$ cat config.mk
export PLATFORM = sky130hd
export DESIGN_NAME = thy_gate_seq
export DESIGN_NICKNAME = d
export VERILOG_FILES = /design/src/rtl/gs_pkg.sv /design/src/rtl/gs_sync.sv /design/src/rtl/gs_tick.sv /design/src/rtl/gs_seq.sv /design/src/rtl/thy_gate_seq.sv
export SDC_FILE = /design/constraint.sdc
export NUM_CORES = 1
export LEC_CHECK = 0
export ABC_AREA = 1
export BUFFER_PORTS_ARGS = -buffer_cell sky130_fd_sc_hd__buf_4
export CAP_MARGIN = 20
export CORE_AREA = 8 8 83 70
export CTS_CLUSTER_DIAMETER = 40
export DETAILED_ROUTE_END_ITERATION = 12
export DIE_AREA = 0 0 91 78
export GPL_TIMING_DRIVEN = 0
export PLACE_DENSITY = 0.78
export SLEW_MARGIN = 20
export SYNTH_ARGS = -nofsm -noshare
export SYNTH_HDL_FRONTEND = slang
export SYNTH_SLANG_ARGS = --single-unit
$ cat constraint.sdc
create_clock -name clk -period 1.9 [get_ports clk]
set_input_delay 0.38 -clock clk [delete_from_list [all_inputs] [get_ports clk]]
set_output_delay 0.38 -clock clk [all_outputs]
set_load 0.01 [all_outputs]
$ cat src/rtl/gs_pkg.sv
package gs_pkg;

    localparam int NCH = 6;
    localparam int NSLOT = 6;

    typedef enum logic [1:0] {
        ST_WAIT  = 2'd0,
        ST_ARMED = 2'd1,
        ST_DELAY = 2'd2,
        ST_RUN   = 2'd3
    } gs_state_e;

    // Firing order of the bridge: slot index -> one-hot gate vector
    function automatic logic [NCH-1:0] gate_for(input logic [2:0] slot);
        logic [NCH-1:0] g;
        g = '0;
        case (slot)
            3'd0: g[0] = 1'b1;
            3'd1: g[5] = 1'b1;
            3'd2: g[1] = 1'b1;
            3'd3: g[3] = 1'b1;
            3'd4: g[2] = 1'b1;
            3'd5: g[4] = 1'b1;
            default: g = '0;
        endcase
        return g;
    endfunction

    // Slots whose trailing gap takes the extra microsecond
    function automatic logic gap_is_long(input logic [2:0] slot);
        return (slot == 3'd1) || (slot == 3'd4);
    endfunction

endpackage

$ cat src/rtl/gs_sync.sv
module gs_sync #(
    parameter int STAGES = 2
) (
    input  logic clk,
    input  logic rst,
    input  logic din,
    output logic level_o,
    output logic rise_o
);

    typedef struct packed {
        logic [STAGES-1:0] pipe;
        logic              prev;
    } sync_t;

    sync_t cur_q, nxt_d;

    always_comb begin
        nxt_d      = cur_q;
        nxt_d.pipe = {cur_q.pipe[STAGES-2:0], din};
        nxt_d.prev = cur_q.pipe[STAGES-1];
    end

    // Reset to the high level: a line that is already high must not look like an edge
    always_ff @(posedge clk) begin
        if (rst) begin
            cur_q.pipe <= '1;
            cur_q.prev <= 1'b1;
        end else begin
            cur_q <= nxt_d;
        end
    end

    assign level_o = cur_q.pipe[STAGES-1];
    assign rise_o  = cur_q.pipe[STAGES-1] & ~cur_q.prev;

endmodule

$ cat src/rtl/gs_tick.sv
module gs_tick #(
    parameter int CYC_PER_US = 200
) (
    input  logic clk,
    input  logic rst,
    input  logic clr_i,
    output logic tick_o
);

    localparam int CW = (CYC_PER_US > 1) ? $clog2(CYC_PER_US) : 1;
    localparam logic [CW-1:0] LAST = CW'(CYC_PER_US - 1);

    logic [CW-1:0] cnt_q, cnt_d;

    always_comb begin
        if (clr_i || cnt_q == LAST) begin
            cnt_d = '0;
        end else begin
            cnt_d = cnt_q + 1'b1;
        end
    end

    always_ff @(posedge clk) begin
        if (rst) begin
            cnt_q <= '0;
        end else begin
            cnt_q <= cnt_d;
        end
    end

    assign tick_o = (cnt_q == LAST);

endmodule

$ cat src/rtl/gs_seq.sv
module gs_seq
    import gs_pkg::*;
#(
    parameter int DELAY_US     = 4000,
    parameter int PULSE_US     = 1000,
    parameter int GAP_SHORT_US = 2333,
    parameter int GAP_LONG_US  = 2334
) (
    input  logic           clk,
    input  logic           rst,
    input  logic           level_i,
    input  logic           rise_i,
    input  logic           tick_i,
    output logic           clr_o,
    output logic [NCH-1:0] gate_o,
    output gs_state_e      state_o
);

    localparam int MAXD_A = (DELAY_US > PULSE_US) ? DELAY_US : PULSE_US;
    localparam int MAXD_B = (GAP_SHORT_US > GAP_LONG_US) ? GAP_SHORT_US : GAP_LONG_US;
    localparam int MAXD   = (MAXD_A > MAXD_B) ? MAXD_A : MAXD_B;
    localparam int CW     = $clog2(MAXD + 1);

    localparam logic [CW-1:0] DELAY_LAST = CW'(DELAY_US - 1);
    localparam logic [CW-1:0] PULSE_LAST = CW'(PULSE_US - 1);
    localparam logic [CW-1:0] SHORT_LAST = CW'(GAP_SHORT_US - 1);
    localparam logic [CW-1:0] LONG_LAST  = CW'(GAP_LONG_US - 1);

    typedef struct packed {
        gs_state_e      st;
        logic [2:0]     slot;
        logic           pulse;
        logic [CW-1:0]  ucnt;
        logic [NCH-1:0] gate;
    } seq_t;

    seq_t cur_q, nxt_d;
    logic [CW-1:0] seg_last;
    logic [2:0]    slot_next;

    always_comb begin
        nxt_d     = cur_q;
        seg_last  = cur_q.pulse ? PULSE_LAST
                  : (gap_is_long(cur_q.slot) ? LONG_LAST : SHORT_LAST);
        slot_next = (cur_q.slot == 3'(NSLOT - 1)) ? 3'd0 : cur_q.slot + 3'd1;

        unique case (cur_q.st)
            ST_WAIT: begin
                if (!level_i) begin
                    nxt_d.st = ST_ARMED;
                end
            end
            ST_ARMED: begin
                if (rise_i) begin
                    nxt_d.st   = ST_DELAY;
                    nxt_d.ucnt = '0;
                end
            end
            ST_DELAY: begin
                if (tick_i) begin
                    if (cur_q.ucnt == DELAY_LAST) begin
                        nxt_d.st    = ST_RUN;
                        nxt_d.slot  = 3'd0;
                        nxt_d.pulse = 1'b1;
                        nxt_d.ucnt  = '0;
                        nxt_d.gate  = gate_for(3'd0);
                    end else begin
                        nxt_d.ucnt = cur_q.ucnt + 1'b1;
                    end
                end
            end
            ST_RUN: begin
                if (tick_i) begin
                    if (cur_q.ucnt == seg_last) begin
                        nxt_d.ucnt = '0;
                        if (cur_q.pulse) begin
                            nxt_d.pulse = 1'b0;
                            nxt_d.gate  = '0;
                        end else begin
                            nxt_d.pulse = 1'b1;
                            nxt_d.slot  = slot_next;
                            nxt_d.gate  = gate_for(slot_next);
                        end
                    end else begin
                        nxt_d.ucnt = cur_q.ucnt + 1'b1;
                    end
                end
            end
            default: nxt_d.st = ST_WAIT;
        endcase
    end

    always_ff @(posedge clk) begin
        if (rst) begin
            cur_q.st    <= ST_WAIT;
            cur_q.slot  <= '0;
            cur_q.pulse <= 1'b0;
            cur_q.ucnt  <= '0;
            cur_q.gate  <= '0;
        end else begin
            cur_q <= nxt_d;
        end
    end

    assign clr_o   = (cur_q.st == ST_WAIT) || (cur_q.st == ST_ARMED);
    assign gate_o  = cur_q.gate;
    assign state_o = cur_q.st;

    AST_GATE_ONEHOT: assert property (@(posedge clk) disable iff (rst)
        $onehot0(cur_q.gate));

    AST_PULSE_FROM_DARK: assert property (@(posedge clk) disable iff (rst)
        (cur_q.gate != '0 && cur_q.gate != $past(cur_q.gate)) |-> $past(cur_q.gate) == '0);

    AST_HOLD_WHILE_HIGH: assert property (@(posedge clk) disable iff (rst)
        (cur_q.st == ST_WAIT && level_i) |=> cur_q.st == ST_WAIT);

    AST_WAIT_EXIT_ARM: assert property (@(posedge clk) disable iff (rst)
        (cur_q.st == ST_WAIT) |=> (cur_q.st == ST_WAIT || cur_q.st == ST_ARMED));

    AST_ARMED_HOLD: assert property (@(posedge clk) disable iff (rst)
        (cur_q.st == ST_ARMED && !rise_i) |=> cur_q.st == ST_ARMED);

    AST_DARK_UNTIL_RUN: assert property (@(posedge clk) disable iff (rst)
        (cur_q.st != ST_RUN) |-> cur_q.gate == '0);

    AST_NO_RESYNC: assert property (@(posedge clk) disable iff (rst)
        (cur_q.st == ST_RUN) |=> cur_q.st == ST_RUN);

endmodule

$ cat src/rtl/thy_gate_seq.sv
module thy_gate_seq #(
    parameter int CYC_PER_US   = 200,
    parameter int SYNC_STAGES  = 2,
    parameter int DELAY_US     = 4000,
    parameter int PULSE_US     = 1000,
    parameter int GAP_SHORT_US = 2333,
    parameter int GAP_LONG_US  = 2334
) (
    input  logic       clk,
    input  logic       rst,
    input  logic       comp_i,
    output logic [5:0] gate_o,
    output logic [1:0] status_o
);

    import gs_pkg::*;

    logic      level_w;
    logic      rise_w;
    logic      tick_w;
    logic      clr_w;
    gs_state_e state_w;

    gs_sync #(
        .STAGES (SYNC_STAGES)
    ) u_sync (
        .clk     (clk),
        .rst     (rst),
        .din     (comp_i),
        .level_o (level_w),
        .rise_o  (rise_w)
    );

    gs_tick #(
        .CYC_PER_US (CYC_PER_US)
    ) u_tick (
        .clk    (clk),
        .rst    (rst),
        .clr_i  (clr_w),
        .tick_o (tick_w)
    );

    gs_seq #(
        .DELAY_US     (DELAY_US),
        .PULSE_US     (PULSE_US),
        .GAP_SHORT_US (GAP_SHORT_US),
        .GAP_LONG_US  (GAP_LONG_US)
    ) u_seq (
        .clk     (clk),
        .rst     (rst),
        .level_i (level_w),
        .rise_i  (rise_w),
        .tick_i  (tick_w),
        .clr_o   (clr_w),
        .gate_o  (gate_o),
        .state_o (state_w)
    );

    assign status_o = state_w;

endmodule

==> flow_metrics.py, run 1 <==
metrics = {
    "status": {
        "status": "finished clean",
    },
    "drt": {
        "ant_nets": 0,
        "wl_mm": 4.34,
        "vias": 1899,
        "drtIter0Drc": 173,
        "via_per_inst": 4.97,
        "dr.pass1.iters": 4,
        "drc": 0,
        "post_drt_wl_per_cell_um": 11.4,
    },
    "synth": {
        "synth_seq_area_share_pct": 32.4,
        "synth_edf_count": 0,
        "yosysTopAreaCell": "dfxtp_1",
        "synth_most_common_cell": "nand2_1",
        "synthTopCellsByArea": "dfxtp_1, nand2_1, inv_1, nor2_1, nand4_1",
        "synthFlopType": "dfxtp_1",
        "yosys_register_bits": 35,
        "ys_types": 39,
        "syn_nets": 313,
        "ys_top_cells_by_count": "nand2_1, inv_1, nor2_1, dfxtp_1, nand3_1",
        "syn_inst": 303,
        "async_flop_share_pct": 0,
        "syn-cell-area_um2": 2160,
        "yosysWarnings": 0,
        "postSynthAreaPerCell_um2": 7.14,
        "synth_top_area_share_pct": 32.4,
    },
    "floorplan": {
        "die_x_um": 91,
        "die-area_um2": 7100,
        "die_h_um": 78,
        "initial_core_util_pct": 48.5,
        "io_pins": 11,
        "core.rowCount": 22,
        "core_um2": 4460,
    },
    "timing": {
        "setup_violations": 0,
        "hold_ws_ns": 0.267,
        "hold_violations": 0,
        "clock_skew_ns": 0.0130,
        "worst_pin_slew_ns": 0.370,
        "max_freq_ghz": 0.554,
        "relSlewSlack_pct": 75.1,
        "slew_viol_final": 0,
        "period_minus_slack_ns": 1.81,
        "fin_crit_sh_pct": 95.0,
    },
    "critical_path": {
        "criticalPathCategory": "flop to flop",
        "worstPathRequired_ns": 2.09,
        "worstRegToRegCells": 11,
        "reg2reg_slack_ns": 0.09,
        "start_kind": "flop",
        "cp.arrival_ns": 1.99,
        "crit_path_end_kind": "flop",
        "cp_max_fo": 10,
    },
    "grt": {
        "grt_pass1_wl_mm": 7.82,
        "grtUsageMet2_pct": 21.5,
        "grt_pass1_vias": 1822,
        "antenna_found_initial": 0,
        "grt_use_total_pct": 13.0,
        "overflow": 0,
        "busiest_layer": "met2",
        "grtUsageMet1_pct": 15.8,
        "grt_use_met3_pct": 3.75,
        "grt_start_max_net_pins": 12,
    },
    "clock_tree": {
        "clock_sinks": 35,
        "clk_pin_slew_ns": 0.08,
        "htree_levels": 2,
        "cts_tree": "built",
        "clock_path_buffers": 2,
        "root_buffer": "clkbuf_8",
        "cts-buffers-inserted": 5,
        "clk_latency_ns": 0.30,
    },
    "cells_and_area": {
        "drive_gt1_share_pct": 21.4,
        "antenna_cells": 0,
        "stdcell_count": 382,
        "area_delta_synth_final_pct": 11.9,
        "layout.nets": 331,
    },
    "place": {
        "globalplace.congestion": 0.968,
        "portBuffers": 10,
        "hpwl_mm": 3.17,
        "dp.cells": 373,
    },
    "power_and_ir_drop": {
        "p_per_area_nw_per_um2": 980,
        "power.leakage_uw": 0.00108,
        "peakVddDrop_mv": 0.575,
    },
    "job": {
        "cap_violations": 0,
    },
    "hold_path": {
        "hold_depth": 2,
        "hold_path.class": "input pin to flop",
    },
}
==> state kept, by name (all words and copies together), names as in the netlist <==
| register | cells |
|---|---|
| u_seq.cur_q | 16 |
| u_tick.cnt_q | 8 |
| u_seq.gate_o | 6 |
| u_seq.state_o | 2 |
| u_sync.cur_q | 2 |
| u_sync.level_o | 1 |
==> layout by cell type, fill, tap and decap left out, types with 3 or more instances in the layout <==
cell type   n
nand2_1    64
inv_1      43
nor2_1     37
dfxtp_1    33
buf_4      20
nand3_1    18
nand4_1    16
nor3_1      9
nor2_2      7
ha_1        7
a21oi_1     6
nand2_2     5
o21ai_0     5
clkbuf_8    5
clkinv_2    3
buf_6       3
inv_2       3
nand3_4     3
or2_2       3
==> power breakdown <==
| part | leakage, uW | internal [uW] | switching, uW |
|---|---|---|---|
| clock network | 0.0000412 | 256 | 281 |
| logic | 0.000756 | 383 | 588 |
| registers | 0.000284 | 796 | 68.1 |
==> metrics by stage <==
step	util (%)	worst slack [ns]	cell area (um2)	TNS, ns	total power, uW
after floorplan	-	0.249	2160	0	1580
after global placement	51.9	0.0454	2310	0	1760
after detailed placement	51.9	0.0540	2310	0	1770
after CTS	53.8	0.00651	2400	0	2330
after global routing	54.3	-0.00657	2420	-0.0150	2520
final	54.3	0.0941	2420	0	2370
==> final cells by class <==
class / count / area [um2]
fillers: 444 / 2040
repair buffers: 11 / 95.1
inverters: 50 / 190
multi-input cells: 205 / 1160
plain buffers: 13 / 109
clock inverters: 2 / 12.5
flip-flops and latches: 35 / 703
clock buffers: 6 / 72.6
well taps: 60 / 75.1
==> worst max-delay path: stages, from the launching register on <==
cell,delay (ns)
dfxtp_2,0.39
inv_1,0.07
ha_1,0.30
nor2_4,0.21
o21ai_4,0.10
nand2_4,0.12
clkinv_2,0.11
buf_6,0.16
nand2_1,0.06
nand2_1,0.05
nand4_1,0.08
inv_1,0.05
==> worst paths after layout <==
path,end,start
hold / removal,u_sync.cur_q[1],comp_i
setup reg to reg,u_seq.cur_q[15],u_seq.state_o[0]
hold reg to reg,u_sync.level_o,u_sync.cur_q[1]
setup / recovery,u_seq.cur_q[15],u_seq.state_o[0]
==> logic make-up (layout without fill, tap and decap cells) <==
| group | after synthesis | count (layout) | synth area share, % |
|---|---|---|---|
| adder cells (fa/ha/maj) | 7 | 7 | 4.05 |
| AO/OA/AOI/OAI | 22 | 22 | 7.35 |
| buffers and inverters | 63 | 82 | 13.8 |
| XOR/XNOR | 3 | 3 | 1.21 |
| AND/OR/NAND/NOR | 173 | 173 | 41.2 |
| flip-flops | 35 | 35 | 32.4 |
==> repair_timing <==
action | in CTS | in global routing
hold buffers | 0 | 0
gates resized for setup | 0 | 2
setup buffers | 0 | 1
endpoints found under the setup margin | 0 | 14
==> metal layers <==
metal | routed length, um | vias to the layer above
met4 | 46 | 0
met2 | 1940 | 44
li1 | - | 992
met5 | 0 | -
met1 | 2100 | 857
met3 | 248 | 6
No activity file was read; power rests on OpenSTA's default activity.
==> inputs of run 2 (changes only) <==
Settings changed: MAX_ROUTING_LAYER set to met4.
==> run 2 against run 1 <==
Effect of this change: cell count unchanged; via count down 0.79%; highest routed layer unchanged; first-iteration DRC count is 13% lower; fmax rose by 2.2%; sequential cell count unchanged; die area did not move; largest cell class unchanged; register-to-register slack better by 0.04 ns; global-route usage rose by 0.76 points.
==> flow_metrics.py, run 2 (synthesis gave the netlist of run 1 again) <==
metrics = {
    "cells_and_area": {
        "area_delta_synth_final_pct": 14.1,
        "antenna_cells": 0,
        "mostFrequentLayoutCell": "nand2_1",
        "final_util_pct": 55.3,
        "top_register": "u_seq.cur_q",
        "layout.nets": 331,
        "fin_area_um2": 2470,
        "drive_gt1_share_pct": 22.7,
        "largest_reg_flops": 16,
        "final_cell_mix": "nand2_1, inv_1, nor2_1",
    },
    "clock_tree": {
        "clock_sinks": 35,
        "root_buffer": "clkbuf_8",
        "clk_pin_slew_ns": 0.08,
        "cts_tree": "built",
        "clock_path_buffers": 2,
        "cts-buffers-inserted": 5,
        "clk_latency_ns": 0.28,
        "htree_levels": 2,
    },
    "critical_path": {
        "cp_max_fo": 10,
        "r2r-end": "u_seq.cur_q[16]",
        "reg2reg_slack_ns": 0.13,
        "crit_path_end_kind": "flop",
        "criticalPathCategory": "flop to flop",
        "cp.arrival_ns": 1.93,
        "rr_startpoint": "u_seq.cur_q[7]",
        "worstPathRequired_ns": 2.07,
        "start_kind": "flop",
        "setup.worst_path.end": "u_seq.cur_q[16]",
        "startpoint": "u_seq.cur_q[7]",
        "worstRegToRegCells": 8,
    },
    "floorplan": {
        "core.rowCount": 22,
        "die_h_um": 78,
        "die_x_um": 91,
        "die-area_um2": 7100,
        "initial_core_util_pct": 48.5,
        "io_pins": 11,
        "core_um2": 4460,
    },
    "timing": {
        "setup_ws_ns": 0.133,
        "rsz0062_at_grt": "no",
        "max_freq_ghz": 0.566,
        "hold_violations": 0,
        "period_minus_slack_ns": 1.77,
        "slew_viol_final": 0,
        "tns_ns": 0,
        "clock_skew_ns": 0.0101,
        "worst_pin_slew_ns": 0.364,
        "setup_violations": 0,
        "fin_crit_sh_pct": 93.0,
        "relSlewSlack_pct": 75.5,
    },
    "power_and_ir_drop": {
        "p_per_area_nw_per_um2": 1050,
        "power.leakage_uw": 0.00110,
        "peakVddDrop_mv": 0.648,
    },
    "drt": {
        "drtIter0Drc": 151,
        "post_drt_wl_per_cell_um": 11.6,
        "vias": 1884,
        "wl_mm": 4.44,
        "via_per_inst": 4.93,
        "dr.pass1.iters": 4,
        "ant_nets": 0,
        "drc": 0,
    },
    "grt": {
        "overflow": 0,
        "grt_use_total_pct": 13.7,
        "grt_pass1_vias": 1797,
        "grt_start_max_net_pins": 12,
        "antenna_found_initial": 0,
        "grt_pass1_wl_mm": 8.11,
    },
    "job": {
        "cap_violations": 0,
    },
    "hold_path": {
        "hold_path.class": "input pin to flop",
        "hp-start": "comp_i",
    },
    "place": {
        "placed_area_um2": 2310,
        "hpwl_mm": 3.30,
        "globalplace.congestion": 0.907,
        "dp_worst_setup_slack_ns": 0.00769,
        "portBuffers": 10,
    },
    "status": {
        "status": "finished clean",
    },
}
run 2: how the worst min path moves through the flow:
stage | end | slack (ns) | cells past startpoint
after global placement | u_sync.level_o | 0.40 | 1
after floorplan | u_sync.level_o | 0.39 | 1
after global routing | u_sync.cur_q[1] | 0.27 | 2
final | u_sync.cur_q[1] | 0.28 | 2
after CTS | u_sync.cur_q[1] | 0.28 | 2
after detailed placement | u_sync.level_o | 0.40 | 1
run 2: where the power goes:
| group | switching [uW] | internal [uW] | total (uW) | leakage [uW] |
|---|---|---|---|---|
| clock | 269 | 525 | 793 | 0.0000654 |
| sequential | 70.1 | 798 | 868 | 0.000284 |
| combinational | 579 | 360 | 939 | 0.000746 |
run 2: layout make-up:
class / count / area (um2)
multi-input cells: 205 / 1170
well taps: 60 / 75.1
inverters: 50 / 190
clock buffers: 6 / 72.6
fillers: 434 / 1990
plain buffers: 13 / 109
repair buffers: 11 / 82.6
clock inverters: 2 / 60.1
flip-flops and latches: 35 / 704
run 2: metal layers:
layer	part of all wire, %	vias up	wire [um]	GRT usage, %
li1	-	988	-	-
met1	51	860	2250	17.8
met2	45	32	1980	20.3
met3	3.8	4	167	3.46
met4	0.88	0	39	4.73
met5	0	-	0	-
run 2: critical path, cell delays in order (launching register included):
cell and delay, ns:
dfxtp_1 0.39, ha_1 0.23, nand3_1 0.15, nor3_2 0.21
or2_1 0.12, buf_4 0.21, nand3_4 0.15, o211ai_1 0.14
inv_1 0.06
run 2: metrics by stage:
stage / power, uW / hold WS (ns) / instances
2_1_floorplan: 1580 / 0.389 / 303
3_3_place_gp: 1760 / 0.396 / 373
3_5_place_dp: 1780 / 0.403 / 373
4_1_cts: 2600 / 0.277 / 382
5_1_grt: 2770 / 0.265 / 382
6_report: 2600 / 0.281 / 382
run 2: what timing repair did:
action                                  in CTS  in global routing
endpoints found under the setup margin       2                 23
pin swaps                                    1                  0
hold buffers                                 0                  0
setup buffers                                1                  0
resized for setup                            0                  6
==> inputs of run 3 (changes only) <==
Settings changed: BUFFER_PORTS_ARGS -buffer_cell sky130_fd_sc_hd__buf_4 to unset, DONT_BUFFER_PORTS set to 1, PLACE_DENSITY 0.78 to 0.76.
==> run 3 against run 2 <==
Effect of this change: final area fell by 4.8%; critical path depth rose by 3; fmax rose by 1.9%; sequential cell count did not move; sequential share of layout area rose by 1.4 points; sequential power barely moved; non-clock buffer count fell by 10; first-iteration DRC count fell by 44%; clock power fell by 24%; clock-buffer cell count rose by 2; die area did not move.
==> flow_metrics.py, run 3 (synthesis gave the netlist of run 1 again) <==
metrics = {
    "drt": {
        "drc": 0,
        "via_per_inst": 5.03,
        "ant_nets": 0,
        "post_drt_wl_per_cell_um": 11.9,
        "dr.pass1.iters": 4,
        "wl_mm": 4.43,
        "vias": 1870,
        "drtIter0Drc": 84,
    },
    "timing": {
        "rsz0062_at_grt": "no",
        "relSlewSlack_pct": 78.3,
        "slew_viol_final": 0,
        "setup_violations": 0,
        "hold_ws_ns": 0.157,
        "worst_pin_slew_ns": 0.324,
        "max_freq_ghz": 0.577,
        "clock_skew_ns": 0.00857,
        "setup_ws_ns": 0.166,
        "period_minus_slack_ns": 1.73,
        "hold_violations": 0,
        "fin_crit_sh_pct": 91.3,
        "tns_ns": 0,
    },
    "clock_tree": {
        "clk_pin_slew_ns": 0.07,
        "clk_latency_ns": 0.29,
        "clock_path_buffers": 2,
        "htree_levels": 2,
        "cts-buffers-inserted": 5,
        "clock_sinks": 35,
        "cts_tree": "built",
        "root_buffer": "clkbuf_8",
    },
    "place": {
        "globalplace.congestion": 0.948,
        "dp_worst_setup_slack_ns": 0.0237,
        "portBuffers": 0,
        "hpwl_mm": 3.31,
        "placed_area_um2": 2240,
    },
    "cells_and_area": {
        "top_register": "u_seq.cur_q",
        "final_cell_mix": "nand2_1, inv_1, nor2_1",
        "fin_area_um2": 2350,
        "multi_input_area_um2": 1160,
        "layout.nets": 321,
        "area_delta_synth_final_pct": 8.62,
        "antenna_cells": 0,
        "largest_reg_flops": 16,
        "drive_gt1_share_pct": 19.2,
        "mostFrequentLayoutCell": "nand2_1",
        "seq_area_um2": 704,
        "num-fill-cells": 427,
    },
    "critical_path": {
        "worstPathRequired_ns": 2.09,
        "criticalPathCategory": "flop to flop",
        "cp_max_fo": 10,
        "cp.arrival_ns": 1.93,
        "start_kind": "flop",
        "crit_path_end_kind": "flop",
        "worstRegToRegCells": 11,
    },
    "grt": {
        "overflow": 0,
        "antenna_found_initial": 0,
        "grt_pass1_vias": 1814,
        "grt_pass1_wl_mm": 7.96,
        "grt_use_total_pct": 13.8,
        "grt_start_max_net_pins": 11,
    },
    "floorplan": {
        "die_x_um": 91,
        "core.rowCount": 22,
        "initial_core_util_pct": 48.5,
        "die-area_um2": 7100,
        "io_pins": 11,
        "core_um2": 4460,
        "die_h_um": 78,
    },
    "status": {
        "status": "finished clean",
    },
    "hold_path": {
        "hold_depth": 1,
        "hold_path.class": "input pin to flop",
    },
    "power_and_ir_drop": {
        "peakVddDrop_mv": 0.469,
        "p_per_area_nw_per_um2": 1000,
        "power.leakage_uw": 0.00103,
        "p_total_uw": 2360,
    },
    "job": {
        "cap_violations": 0,
    },
}
## run 3: cell types whose count changed in the layout (fill, tap and decap cells not counted), sizes merged
cell | previous run | this run
buf | 24 | 14
bufinv | 2 | 0
clkbuf | 6 | 8
## run 3: routing by layer
layer  vias up  global-route usage [%]  part of all wire (%)  wire, um
met5         -                       -                     0         0
met4         0                    3.92                   1.2        55
met3         5                    3.85                   4.0       176
met2        36                    22.5                    46      2030
met1       849                    16.3                    49      2160
li1        980                       -                     -         -
## run 3: per-stage QoR
step                      utilization, %  std cells
final                               52.7        372
after global routing                52.7        372
after CTS                           52.4        371
after detailed placement            50.2        363
after global placement              50.2        363
after floorplan                        -        303
## run 3: repair_timing
item	CTS	global route
gates resized for setup	0	3
hold buffers	0	0
buffers inserted	0	1
setup endpoints to repair	0	18
## run 3: report_power, final
group	internal, uW	switching [uW]
clock network	331	269
registers	799	66.9
logic	328	565
## run 3: final timing paths
path | to | slack (ns) | from
max | u_seq.cur_q[15] | 0.17 | u_seq.state_o[0]
min | u_seq.cur_q[18] | 0.16 | rst
max reg2reg | u_seq.cur_q[15] | 0.17 | u_seq.state_o[0]
min reg2reg | u_sync.level_o | 0.42 | u_sync.cur_q[1]
## run 3: area by class of cell
type / count / share of cell area [%]
plain buffers: 13 / 4.63
clock buffers: 8 / 4.26
inverters: 50 / 8.09
multi-input cells: 205 / 49.5
flip-flops and latches: 35 / 30.0
well taps: 60 / 3.19
repair buffers: 1 / 0.319
## run 3: worst max-delay path, stage by stage, from the launching register on
cell	delay (ns)
dfxtp_2	0.39
inv_1	0.07
ha_1	0.30
nor2_4	0.17
o21ai_4	0.08
nand2_4	0.12
clkinv_2	0.12
buf_6	0.16
nand2_1	0.05
nand2_1	0.05
nand4_1	0.08
inv_1	0.05
